### src/rtl/sp_pkg.sv
package sp_pkg;

  typedef enum logic {
    SP_IDLE = 1'b0,
    SP_RUN  = 1'b1
  } sp_state_e;

  // Bound a requested clock count into [lo, hi].
  function automatic int unsigned sp_bound(input int unsigned v,
                                           input int unsigned lo,
                                           input int unsigned hi);
    if (v < lo)      return lo;
    else if (v > hi) return hi;
    else             return v;
  endfunction

endpackage

### src/rtl/sp_cfg_reg.sv
module sp_cfg_reg #(
  parameter int RAW_W   = 5,
  parameter int RST_RAW = 5
) (
  input  logic             clk,
  input  logic             rst_n,
  input  logic             wr_en,
  input  logic [RAW_W-1:0] wr_data,
  output logic [RAW_W-1:0] raw_q
);

  logic [RAW_W-1:0] raw_d;

  always_comb begin
    raw_d = raw_q;
    if (wr_en) raw_d = wr_data;
  end

  always_ff @(posedge clk or negedge rst_n) begin
    if (!rst_n) raw_q <= RAW_W'(RST_RAW);
    else        raw_q <= raw_d;
  end

  AST_CFG_HOLD: assert property (@(posedge clk) disable iff (!rst_n)
    !wr_en |=> $stable(raw_q));

endmodule

### src/rtl/sp_period_clamp.sv
module sp_period_clamp #(
  parameter int RAW_W    = 5,
  parameter int MIN_CLKS = 5,
  parameter int MAX_CLKS = 35,
  parameter int CNT_W    = 6
) (
  input  logic [RAW_W-1:0] raw,
  output logic [CNT_W-1:0] clks
);

  import sp_pkg::*;

  always_comb begin
    clks = CNT_W'(sp_bound(int'(raw), MIN_CLKS, MAX_CLKS));
  end

endmodule

### src/rtl/sp_phase_ctr.sv
module sp_phase_ctr #(
  parameter int MIN_CLKS = 5,
  parameter int MAX_CLKS = 35,
  parameter int CNT_W    = 6
) (
  input  logic             clk,
  input  logic             rst_n,
  input  logic             en,
  input  logic [CNT_W-1:0] per_in,
  output logic             strobe
);

  import sp_pkg::*;

  localparam logic [CNT_W-1:0] ONE = CNT_W'(1);

  sp_state_e        state_q, state_d;
  logic [CNT_W-1:0] cnt_q, cnt_d;
  logic [CNT_W-1:0] per_q;
  logic             per_ld;
  logic             last;

  assign last = (cnt_q == per_q - ONE);

  always_comb begin
    state_d = state_q;
    cnt_d   = cnt_q;
    per_ld  = 1'b0;
    if (!en) begin
      state_d = SP_IDLE;
      cnt_d   = '0;
      per_ld  = 1'b1;
    end else if (state_q == SP_IDLE) begin
      state_d = SP_RUN;
      cnt_d   = '0;
      per_ld  = 1'b1;
    end else if (last) begin
      cnt_d  = '0;
      per_ld = 1'b1;
    end else begin
      cnt_d = cnt_q + ONE;
    end
  end

  always_ff @(posedge clk or negedge rst_n) begin
    if (!rst_n) begin
      state_q <= SP_IDLE;
      cnt_q   <= '0;
    end else begin
      state_q <= state_d;
      cnt_q   <= cnt_d;
    end
  end

  always_ff @(posedge clk or negedge rst_n) begin
    if (!rst_n)      per_q <= CNT_W'(MIN_CLKS);
    else if (per_ld) per_q <= per_in;
  end

  assign strobe = en && (state_q == SP_RUN) && (cnt_q < (per_q >> 1));

  AST_CNT_IN_RANGE: assert property (@(posedge clk) disable iff (!rst_n)
    (state_q == SP_RUN) |-> (cnt_q < per_q));
  AST_WRAP_TO_ZERO: assert property (@(posedge clk) disable iff (!rst_n)
    (en && state_q == SP_RUN && last) |=> (cnt_q == '0));
  AST_PERIOD_LEGAL: assert property (@(posedge clk) disable iff (!rst_n)
    (per_q >= CNT_W'(MIN_CLKS)) && (per_q <= CNT_W'(MAX_CLKS)));
  AST_MID_PERIOD_STABLE: assert property (@(posedge clk) disable iff (!rst_n)
    (en && state_q == SP_RUN && !last) |=> $stable(per_q));
  AST_IDLE_ZERO: assert property (@(posedge clk) disable iff (!rst_n)
    !en |=> (cnt_q == '0 && state_q == SP_IDLE));

endmodule

### src/rtl/sync_period_gen.sv
module sync_period_gen #(
  parameter int RAW_W    = 5,
  parameter int MIN_CLKS = 5,
  parameter int MAX_CLKS = 35,
  parameter int RST_RAW  = 5
) (
  input  logic             clk,
  input  logic             rst_n,
  input  logic             run_en,
  input  logic             per_we,
  input  logic [RAW_W-1:0] per_val,
  output logic             xfer_strobe
);

  localparam int CNT_W = $clog2(MAX_CLKS + 1);

  logic [1:0]       rst_sync;
  logic             rst_int_n;
  logic [RAW_W-1:0] raw_q;
  logic [CNT_W-1:0] per_clks;

  always_ff @(posedge clk or negedge rst_n) begin
    if (!rst_n) rst_sync <= 2'b00;
    else        rst_sync <= {rst_sync[0], 1'b1};
  end
  assign rst_int_n = rst_sync[1];

  sp_cfg_reg #(.RAW_W(RAW_W), .RST_RAW(RST_RAW)) u_cfg (
    .clk     (clk),
    .rst_n   (rst_int_n),
    .wr_en   (per_we),
    .wr_data (per_val),
    .raw_q   (raw_q)
  );

  sp_period_clamp #(.RAW_W(RAW_W), .MIN_CLKS(MIN_CLKS), .MAX_CLKS(MAX_CLKS),
                    .CNT_W(CNT_W)) u_clamp (
    .raw  (raw_q),
    .clks (per_clks)
  );

  sp_phase_ctr #(.MIN_CLKS(MIN_CLKS), .MAX_CLKS(MAX_CLKS), .CNT_W(CNT_W)) u_ctr (
    .clk    (clk),
    .rst_n  (rst_int_n),
    .en     (run_en),
    .per_in (per_clks),
    .strobe (xfer_strobe)
  );

  AST_RESET_LOW: assert property (@(posedge clk) disable iff (!rst_int_n)
    $rose(rst_int_n) |-> !xfer_strobe);

endmodule

### config.mk
export PLATFORM = sky130hd
export DESIGN_NAME = sync_period_gen
export DESIGN_NICKNAME = d
export VERILOG_FILES = /design/src/rtl/sp_pkg.sv /design/src/rtl/sp_cfg_reg.sv /design/src/rtl/sp_period_clamp.sv /design/src/rtl/sp_phase_ctr.sv /design/src/rtl/sync_period_gen.sv
export SDC_FILE = /design/constraint.sdc
export NUM_CORES = 1
export LEC_CHECK = 0
export BUFFER_PORTS_ARGS = -buffer_cell sky130_fd_sc_hd__buf_2
export CAP_MARGIN = 40
export CORE_ASPECT_RATIO = 1.1
export CORE_MARGIN = 2
export CORE_UTILIZATION = 56
export CTS_CLUSTER_SIZE = 28
export DETAILED_ROUTE_END_ITERATION = 10
export GPL_TIMING_DRIVEN = 0
export HOLD_SLACK_MARGIN = 0.02
export PLACE_DENSITY = 0.76
export SYNTH_ARGS = -nofsm -noshare
export SYNTH_HDL_FRONTEND = slang
export SYNTH_SLANG_ARGS = --single-unit
### constraint.sdc
create_clock -name clk -period 1.7 [get_ports clk]
set_input_delay 0.085 -clock clk [delete_from_list [all_inputs] [get_ports clk]]
set_output_delay 0.085 -clock clk [all_outputs]
set_load 0.01 [all_outputs]
Word-level counts from Yosys, hierarchy flattened

Index checks and enable logic that the tools add are counted.

Output and inout bits: 1
Bits in registers: 20

$lt $le $gt $ge: 2
Reduce and logical (&&, ||, !) cells: 2
Equality and inequality tests: 1
Multiplexer cells: 8
Add/subtract/negate cells: 2

Operators with widths:

| operator              | number |
|---|---|
| $mux W6               | 3 |
| $add A6 B1 Y6 const B | 1 |
| $eq A6 B6 Y1          | 1 |
| $lt A6 B5 Y1          | 1 |
| $sub A6 B1 Y6 const B | 1 |
| $lt A5 B3 Y1 const B  | 1 |
| $mux W5               | 1 |
| $mux W1               | 4 |
| $logic_and A1 B1 Y1   | 2 |

Logic depth before layout (Yosys ltp)

Gate-level depths: netlist (run 1).

Word-level depth: 5
Depth in mapped cells: 7

Modules after synthesis

A second synthesis (run 1) with hierarchy kept.

Cell total of the unflattened synthesis: 92
Area total of the unflattened synthesis: 1,084.8 sq um

By module, submodules not included:

| module          | cells an instance | area each (sq um) | instances | sequential area each (sq um) |
|---|---|---|---|---|
| sp_phase_ctr    | 71                | 798.3             | 1         | 327.8 |
| sp_cfg_reg      | 10                | 183.9             | 1         | 127.6 |
| sync_period_gen | 3                 | 53.8              | 1         | 50.0 |
| sp_period_clamp | 8                 | 48.8              | 1         | 0.0 |

Worst setup path before layout (run 1)

No wires, ideal clock.

Path type: reg-to-reg
Start: reg u_ctr.per_q[0]
End: reg u_ctr.per_q[4]
Stages on the path, launching flop included: 8
Required time: 1.575 ns
Arrival: 1.851 ns
Path buffers: 1
Library setup time: 0.125 ns
Setup slack: -0.277 ns
Cell sequence: dfstp_2 inv_1 ha_1 or3_1 a31oi_1 a31oi_1 buf_6 mux2_4

Cells in the longest elaborated chain, start to end: 5

Ends and longest elaborated chain:

| element                | RTL line           | source |
|---|---|---|
| from (decl)            | sp_phase_ctr.sv:19 | `logic [CNT_W-1:0] per_q;` |
| from (signal assigned) | sp_phase_ctr.sv:56 | `if (!rst_n) per_q <= CNT_W'(MIN_CLKS);` |
| from (signal assigned) | sp_phase_ctr.sv:57 | `else if (per_ld) per_q <= per_in;` |
| $sub A6 B1 Y6          | sp_phase_ctr.sv:23 | `assign last = (cnt_q == per_q - ONE);` |
| $eq A6 B6 Y1           | sp_phase_ctr.sv:23 |  |
| $mux W1                | sp_phase_ctr.sv:37 | `end else if (last) begin` |
| $mux W1                | sp_phase_ctr.sv:33 | `end else if (state_q == SP_IDLE) begin` |
| $mux W1                | sp_phase_ctr.sv:29 | `if (!en) begin` |

No other way between the ends.
A chain may end at the register's enable or synchronous reset.

Worst setup path after layout (run 1)

Same ends and word-level chain as after synthesis.

==> results by group, run 1 <==
STA
  • Final slew viol count: 0
  • Worst-margin pin slew: 0.683 ns
  • Count of final hold-check violations: 0
  • RSZ-0062 raised after global routing: true
  • Tcrit/Tclk final: 1.15
  • Post-layout minimum cycle time: 1.95 ns
  • Final setup fails: 12
  • Final Skew: 0.00766 ns
  • Max-slew headroom: 0.545
  • Sum Neg Setup Slack: -2.33 ns
  • Fmax: 512 MHz
  • Final WS setup: -0.252 ns

Clock network
  • Root Driver: clkbuf_4
  • Clk_lat worst skew: 0.29 ns
  • TritonCTS clock tree: yes
  • Total CTS buffers: 3
  • # clock sinks: 19
  • Clock buffer depth: 2
  • Clock transition at the registers of the reported paths: 0.11 ns
  • H-tree levels: 1

Floorplanning
  • Core area: 1600 um2
  • Die Y: 47.6 um
  • Boundary pin count: 10
  • Initial Utilization: 0.605
  • Num rows: 15
  • Die Area: 2070 um2
  • Chip width: 43.6 um

Synthesis
  • Cell count after synthesis: 84
  • Post-Synth Adder-Cell Area: 0.0648
  • Mapped Area: 966 um2
  • Largest family of logic cells by synthesized area: simple AND/OR/NAND/NOR gates
  • Post-synth top area share: 0.389
  • Ys Warns: 0
  • Ys async rst share: 1.00
  • Synth unique cells: 28
  • Synth Area in XOR/XNOR: 0.0907
  • Synth Area in Compound Gates: 0.0583
  • Mux contribution to synthesized area: 0.117
  • Ys flop type: dfrtp_1
  • Post-synthesis simple-gate area fraction: 0.137
  • Sequential area share after synthesis: 0.497
  • Post-synth top area cell: dfrtp_1
  • Post-synthesis register bit count: 19
  • Synthesized area per cell: 11.5 um2
  • Synth top area cells: dfrtp_1 39%, dfstp_2 11%, xnor2_1 7.3%, mux2_2 7.0%, ha_1 6.5%
  • Post-synth EDFFs: 0
  • Syn Nets: 98

Drt
  • Initial DRC count: 1
  • Routed WL: 1840 um
  • Routed vias/inst: 5.36
  • Remaining antenna violation count: 0
  • WL/cell: 14.4 um
  • DRC: 0
  • Vias: 686
  • Drt pass-1 iters: 4

Cells and area
  • Layout area overhead: 27.6%
  • Diodes inserted: 0
  • Register area: 480 um2
  • Post-route non-filler standard cell count: 128
  • Fillers: 99
  • Most common cell after layout, fill and taps aside: dfrtp_1
  • Final Util: 0.773
  • Net count reported at finish: 126
  • Most frequent cells in the layout: 15 x dfrtp_1, 9 x buf_2, 8 x xnor2_1, 8 x buf_4, 6 x mux2_2
  • Multi-input logic area: 505 um2
  • Layout cells sized above 1: 0.423

Setup path
  • Crit path from: u_ctr.per_q[0]$_DFFE_PN1P_
  • Max stage delay cell, worst path: dfstp_2
  • WP buf/inv: 2
  • Max incr delay on CP: 0.55 ns
  • CP delay by family, top: flip-flops
  • Arr. time, crit path: 2.14 ns
  • Class of the most critical setup path: reg2reg
  • Crit-path max FO: 5
  • CP cell instances: inv_2 -> ha_4 -> or3_1 -> a31oi_1 -> a31oi_1 -> buf_6 -> mux2_4
  • Worst setup EP type: flop
  • Critical Path Start Type: flop
  • Critical Path RT: 1.89 ns
  • Most used cell, CP: a31oi_1
  • Reg-to-reg startpoint: u_ctr.per_q[0]$_DFFE_PN1P_

Job
  • Max-Cap Viols: 0

GRT
  • Overall global routing resource usage: 0.195
  • First-pass GRT wire length: 2930 um
  • Vias in the first global route: 705
  • Initial antenna violation count: 0
  • Largest net degree at the start of global routing: 18
  • GRT Residual Overflow: 0

Outcome
  • Violated checks: negative setup slack
  • Status: finished with violations

Placement
  • Final HPWL DP: 1110 um
  • Port bufs: 9
  • Placer congestion estimate: 0.785
  • Pre-CTS setup slack: -0.270 ns
  • Placed Instances: 110

Pwr
  • PD cells: 842 nW/um2
  • Static Leakage: 0.000579 uW
  • Max VDD drop: 788 uV

Min path
  • HP Class: in2reg
  • Hold Crit Start: per_val[4]
-- cell usage after synthesis, types with 2 or more instances --
master and number:
nor2_1 5, and2_1 4, xor2_1 2, ha_1 5
dfstp_2 4, dfrtp_1 15, mux2_2 6, xnor2_1 8
nand3_1 2, inv_1 5, nand2_1 2, a31oi_1 3
nor3_1 2, mux2i_1 3, o21ai_0 2, nor2b_1 4
-- repair_timing --
item / 4_1_cts / 5_1_grt
resized for setup: 6 / 6
pin swaps: 4 / 0
hold endpoints to repair: 5 / 0
buffers inserted: 9 / 1
hold buffers: 4 / 0
setup endpoints to repair: 12 / 12
-- where the power goes --
group	switching [uW]	internal (uW)	total, uW
registers	50.7	501	551
logic	108	154	263
clock network	136	87.5	223
total	295	743	1040
-- flip-flops by register name, summed over array words and instances, names as in the netlist --
register and flops:
rst_sync 2, u_ctr.cnt_q 6, u_ctr.per_q 5, u_ctr.state_q 1
u_cfg.raw_q 5
-- worst register-to-register path, cell delays in order, from the launching register on --
cell and delay [ns]:
dfstp_2 0.55, inv_2 0.05, ha_4 0.15, or3_1 0.34, a31oi_1 0.17, a31oi_1 0.14
buf_6 0.16, mux2_4 0.29
-- cell families (layout without fill, tap and decap cells) --
logic type,Yosys count,count (layout)
flops,19,19
xor+xnor,10,10
fa+ha+maj,5,5
other cells,1,1
compound gates,9,9
buf+inv,6,33
mux,10,10
simple gates,24,24
-- per-layer routing --
layer  vias to the layer above  GRT usage  routed length (um)
li1                        339          -                   -
met1                       330      0.225                 775
met2                        15      0.382                1010
met3                         2     0.0340                  38
met4                         0     0.0364                  19
met5                         -          0                   0
-- final timing paths --
kind | slack [ns] | cells past startpoint | end
max in group asynchronous | 0.97 | 0 | u_ctr.state_q$_DFF_PN0_
hold / removal | 0.02 | 2 | u_cfg.raw_q[4]$_DFFE_PN0P_
min in group asynchronous | 0.10 | 2 | rst_sync[0]$_DFF_PN0_
setup / recovery | -0.25 | 7 | u_ctr.per_q[4]$_DFFE_PN0P_
hold reg to reg | 0.29 | 0 | u_ctr.cnt_q[2]$_DFF_PN0_
setup reg to reg | -0.25 | 7 | u_ctr.per_q[4]$_DFFE_PN0P_
-- metrics by stage --
| stage | area (um2) | power (uW) | hold slack (ns) |
|---|---|---|---|
| 6_report | 1230 | 1040 | 0.0184 |
| 2_1_floorplan | 978 | 691 | -0.211 |
| 5_1_grt | 1230 | 1090 | 0.0214 |
| 3_5_place_dp | 1040 | 739 | -0.129 |
| 3_3_place_gp | 1040 | 731 | -0.131 |
| 4_1_cts | 1210 | 1010 | 0.0214 |
-- final cells by class --
type / count / share of cell area
inverters: 5 / 0.0152
flip-flops and latches: 19 / 0.390
well taps: 17 / 0.0173
multi-input cells: 59 / 0.410
repair buffers: 23 / 0.136
plain buffers: 1 / 0.00914
clock inverters: 1 / 0.00406
clock buffers: 3 / 0.0183
(Power assumes the default switching activity.)
==> run 2, diff against run 1 <==
--- a/config.mk
+++ b/config.mk
@@ -17,2 +17,3 @@
 export PLACE_DENSITY = 0.76
+export SETUP_SLACK_MARGIN = 0.05
 export SYNTH_ARGS = -nofsm -noshare
--- a/constraint.sdc
+++ b/constraint.sdc
@@ -3,2 +3,2 @@
 set_output_delay 0.085 -clock clk [all_outputs]
-set_load 0.01 [all_outputs]
+set_load 0.1 [all_outputs]
==> run 2 against run 1 <==
  * The flow still finishes with violations (negative setup slack)
  * Global-route usage rose by 1.7 points
  * Core utilization rose by 4.5 points
  * Fmax rose by 1.4%
  * Worst setup slack improved by 0.027 ns
  * Via count rose by 3.4%
  * Clock power fell by 2%
  * Design area rose by 5.8%
  * Critical path type unchanged
  * Largest cell class unchanged
  * Largest power group unchanged
==> results by group, run 2 (synthesis gave the netlist of run 1 again) <==
STA
  • Final setup fails: 12 (unchanged)
  • RSZ-0062 raised after global routing: true (unchanged)
  • Count of final hold-check violations: 0 (unchanged)
  • Max-slew headroom: 0.563 (was 0.545)
  • Worst-margin pin slew: 0.655 ns (was 0.683 ns)
  • Final slew viol count: 0 (unchanged)
  • Final Skew: 0.00436 ns (was 0.00766 ns)
  • Final WS setup: -0.225 ns (was -0.252 ns)
  • Hold_ws: 0.0255 ns (was 0.0184 ns)
  • Fmax: 520 MHz (was 512 MHz)
  • Tcrit/Tclk final: 1.13 (was 1.15)
  • Post-layout minimum cycle time: 1.92 ns (was 1.95 ns)

Setup path
  • Most used cell, CP: a31oi_1 (unchanged)
  • Max incr delay on CP: 0.56 ns (was 0.55 ns)
  • Crit-path max FO: 4 (was 5)
  • CP cell instances: inv_2 -> ha_4 -> or3_1 -> a31oi_1 -> a31oi_1 -> buf_6 -> mux2_4 (unchanged)
  • Critical Path RT: 1.89 ns (about the same)
  • Class of the most critical setup path: reg2reg (unchanged)
  • Worst setup EP type: flop (unchanged)
  • Critical Path Start Type: flop (unchanged)
  • Arr. time, crit path: 2.11 ns (was 2.14 ns)
  • Max stage delay cell, worst path: dfstp_2 (unchanged)

Pwr
  • NetSw: 318 uW (was 295 uW)
  • Seq pwr share: 0.501 (was 0.531)
  • Static Leakage: 0.000599 uW (was 0.000579 uW)
  • Clock share of power: 0.201 (was 0.215)
  • Max VDD drop: 601 uV (was 788 uV)
  • Power Internal: 773 uW (was 743 uW)
  • Switch share: 0.291 (was 0.284)
  • Combinational power share: 0.298 (was 0.253)
  • PD cells: 837 nW/um2 (was 842 nW/um2)

GRT
  • Largest net degree at the start of global routing: 18 (unchanged)
  • GRT Residual Overflow: 0 (unchanged)
  • Overall global routing resource usage: 0.211 (was 0.195)
  • Vias in the first global route: 736 (was 705)
  • First-pass GRT wire length: 3170 um (was 2930 um)
  • Initial antenna violation count: 0 (unchanged)

Cells and area
  • Layout area overhead: 35.0% (was 27.6%)
  • Most common cell after layout, fill and taps aside: dfrtp_1 (unchanged)
  • Layout cells sized above 1: 0.455 (was 0.423)
  • Fillers: 87 (was 99)
  • Cell area after layout: 1300 um2 (was 1230 um2)
  • Regs by FF count: u_ctr.cnt_q (6), u_cfg.raw_q (5), u_ctr.per_q (5) (unchanged)
  • Net count reported at finish: 127 (was 126)
  • Largest reg by FF count: u_ctr.cnt_q (unchanged)
  • Most frequent cells in the layout: 15 x dfrtp_1, 8 x xnor2_1, 8 x buf_2 (was 15 x dfrtp_1, 9 x buf_2, 8 x xnor2_1, 8 x buf_4, 6 x mux2_2)
  • Largest register FFs: 6 (unchanged)
  • Diodes inserted: 0 (unchanged)

Floorplanning
  • Initial Utilization: 0.605 (unchanged)
  • Die Y: 47.6 um (unchanged)
  • Boundary pin count: 10 (unchanged)
  • Num rows: 15 (unchanged)
  • Die Area: 2070 um2 (unchanged)
  • Core area: 1600 um2 (unchanged)
  • Chip width: 43.6 um (unchanged)

Drt
  • Initial DRC count: 3 (was 1)
  • Remaining antenna violation count: 0 (unchanged)
  • Routed vias/inst: 5.50 (was 5.36)
  • Routed WL: 2010 um (was 1840 um)
  • Vias: 709 (was 686)
  • DRC: 0 (unchanged)
  • WL/cell: 15.6 um (was 14.4 um)
  • Drt pass-1 iters: 4 (unchanged)

Placement
  • Port bufs: 9 (unchanged)
  • Final HPWL DP: 1180 um (was 1110 um)
  • Placed Area: 1060 um2 (was 1040 um2)
  • Placer congestion estimate: 0.774 (was 0.785)

Clock network
  • Total CTS buffers: 3 (unchanged)
  • TritonCTS clock tree: yes (unchanged)
  • Clock transition at the registers of the reported paths: 0.10 ns (was 0.11 ns)
  • # clock sinks: 19 (unchanged)
  • Clock buffer depth: 2 (unchanged)
  • H-tree levels: 1 (unchanged)
  • Root Driver: clkbuf_4 (unchanged)
  • Clk_lat worst skew: 0.29 ns (about the same)

Outcome
  • Status: finished with violations (unchanged)
  • Violated checks: negative setup slack (unchanged)

Job
  • Max-Cap Viols: 0 (unchanged)

Min path
  • HP Class: in2reg (unchanged)
run 2: metal layers:
| metal | up-vias | part of all wire | GRT usage |
|---|---|---|---|
| li1 | 344 | - | - |
| met1 | 349 | 0.44 | 0.262 |
| met5 | - | 0 | 0 |
| met3 | 4 | 0.013 | 0.0226 |
| met4 | 0 | 0.011 | 0.0909 |
| met2 | 12 | 0.54 | 0.379 |
run 2: metrics by stage:
stage	utilization	power [uW]	worst slack [ns]	cells	setup TNS (ns)
6_report	0.817	1090	-0.225	129	-2.15
5_1_grt	0.817	1150	-0.307	129	-3.10
4_1_cts	0.791	1060	-0.212	128	-1.89
3_5_place_dp	0.662	761	-0.288	110	-1.72
3_3_place_gp	0.662	751	-0.262	110	-1.35
2_1_floorplan	-	711	-0.172	84	-0.363
run 2: repair_timing:
action                                  in CTS  in global routing
setup buffers                                9                  1
resized for setup                           15                  9
hold buffers                                 5                  0
endpoints found under the setup margin      12                 12
endpoints found under the hold margin        6                  0
pin swaps                                    4                  1
run 2: power groups by stage:
stage	combinational [uW]	sequential, uW	clock (uW)
2_1_floorplan	167	544	0
3_3_place_gp	196	555	0
3_5_place_dp	203	557	0
4_1_cts	290	543	225
5_1_grt	349	554	244
6_report	325	547	219
run 2: worst paths after layout:
path	depth (start not counted)	startpoint	endpoint	slack (ns)
min in group asynchronous	2	rst_n	rst_sync[0]$_DFF_PN0_	0.09
worst max-delay path	7	u_ctr.per_q[0]$_DFFE_PN1P_	u_ctr.per_q[4]$_DFFE_PN0P_	-0.22
max in group asynchronous	0	rst_sync[1]$_DFF_PN0_	u_ctr.per_q[3]$_DFFE_PN0P_	1.00
worst max register to register	7	u_ctr.per_q[0]$_DFFE_PN1P_	u_ctr.per_q[4]$_DFFE_PN0P_	-0.22
worst min register to register	0	rst_sync[1]$_DFF_PN0_	u_cfg.raw_q[4]$_DFFE_PN0P_	0.28
worst min-delay path	2	per_val[2]	u_cfg.raw_q[2]$_DFFE_PN1P_	0.03
run 2: worst max-delay path, delay by kind of cell, from the launching register on:
kind	cells	cell delay [ns]
simple gates	1	0.34
compound gates	2	0.28
flops	1	0.56
buf+inv	2	0.21
mux	1	0.28
fa+ha+maj	1	0.15
run 2: area by class of cell:
cell class	instances	area, um2	area share
repair buffers	24	205	0.157
clock buffers	4	26.3	0.0202
flip-flops and latches	19	480	0.369
inverters	5	18.8	0.0144
plain buffers	1	11.3	0.00864
multi-input cells	59	541	0.415
well taps	17	21.3	0.0163
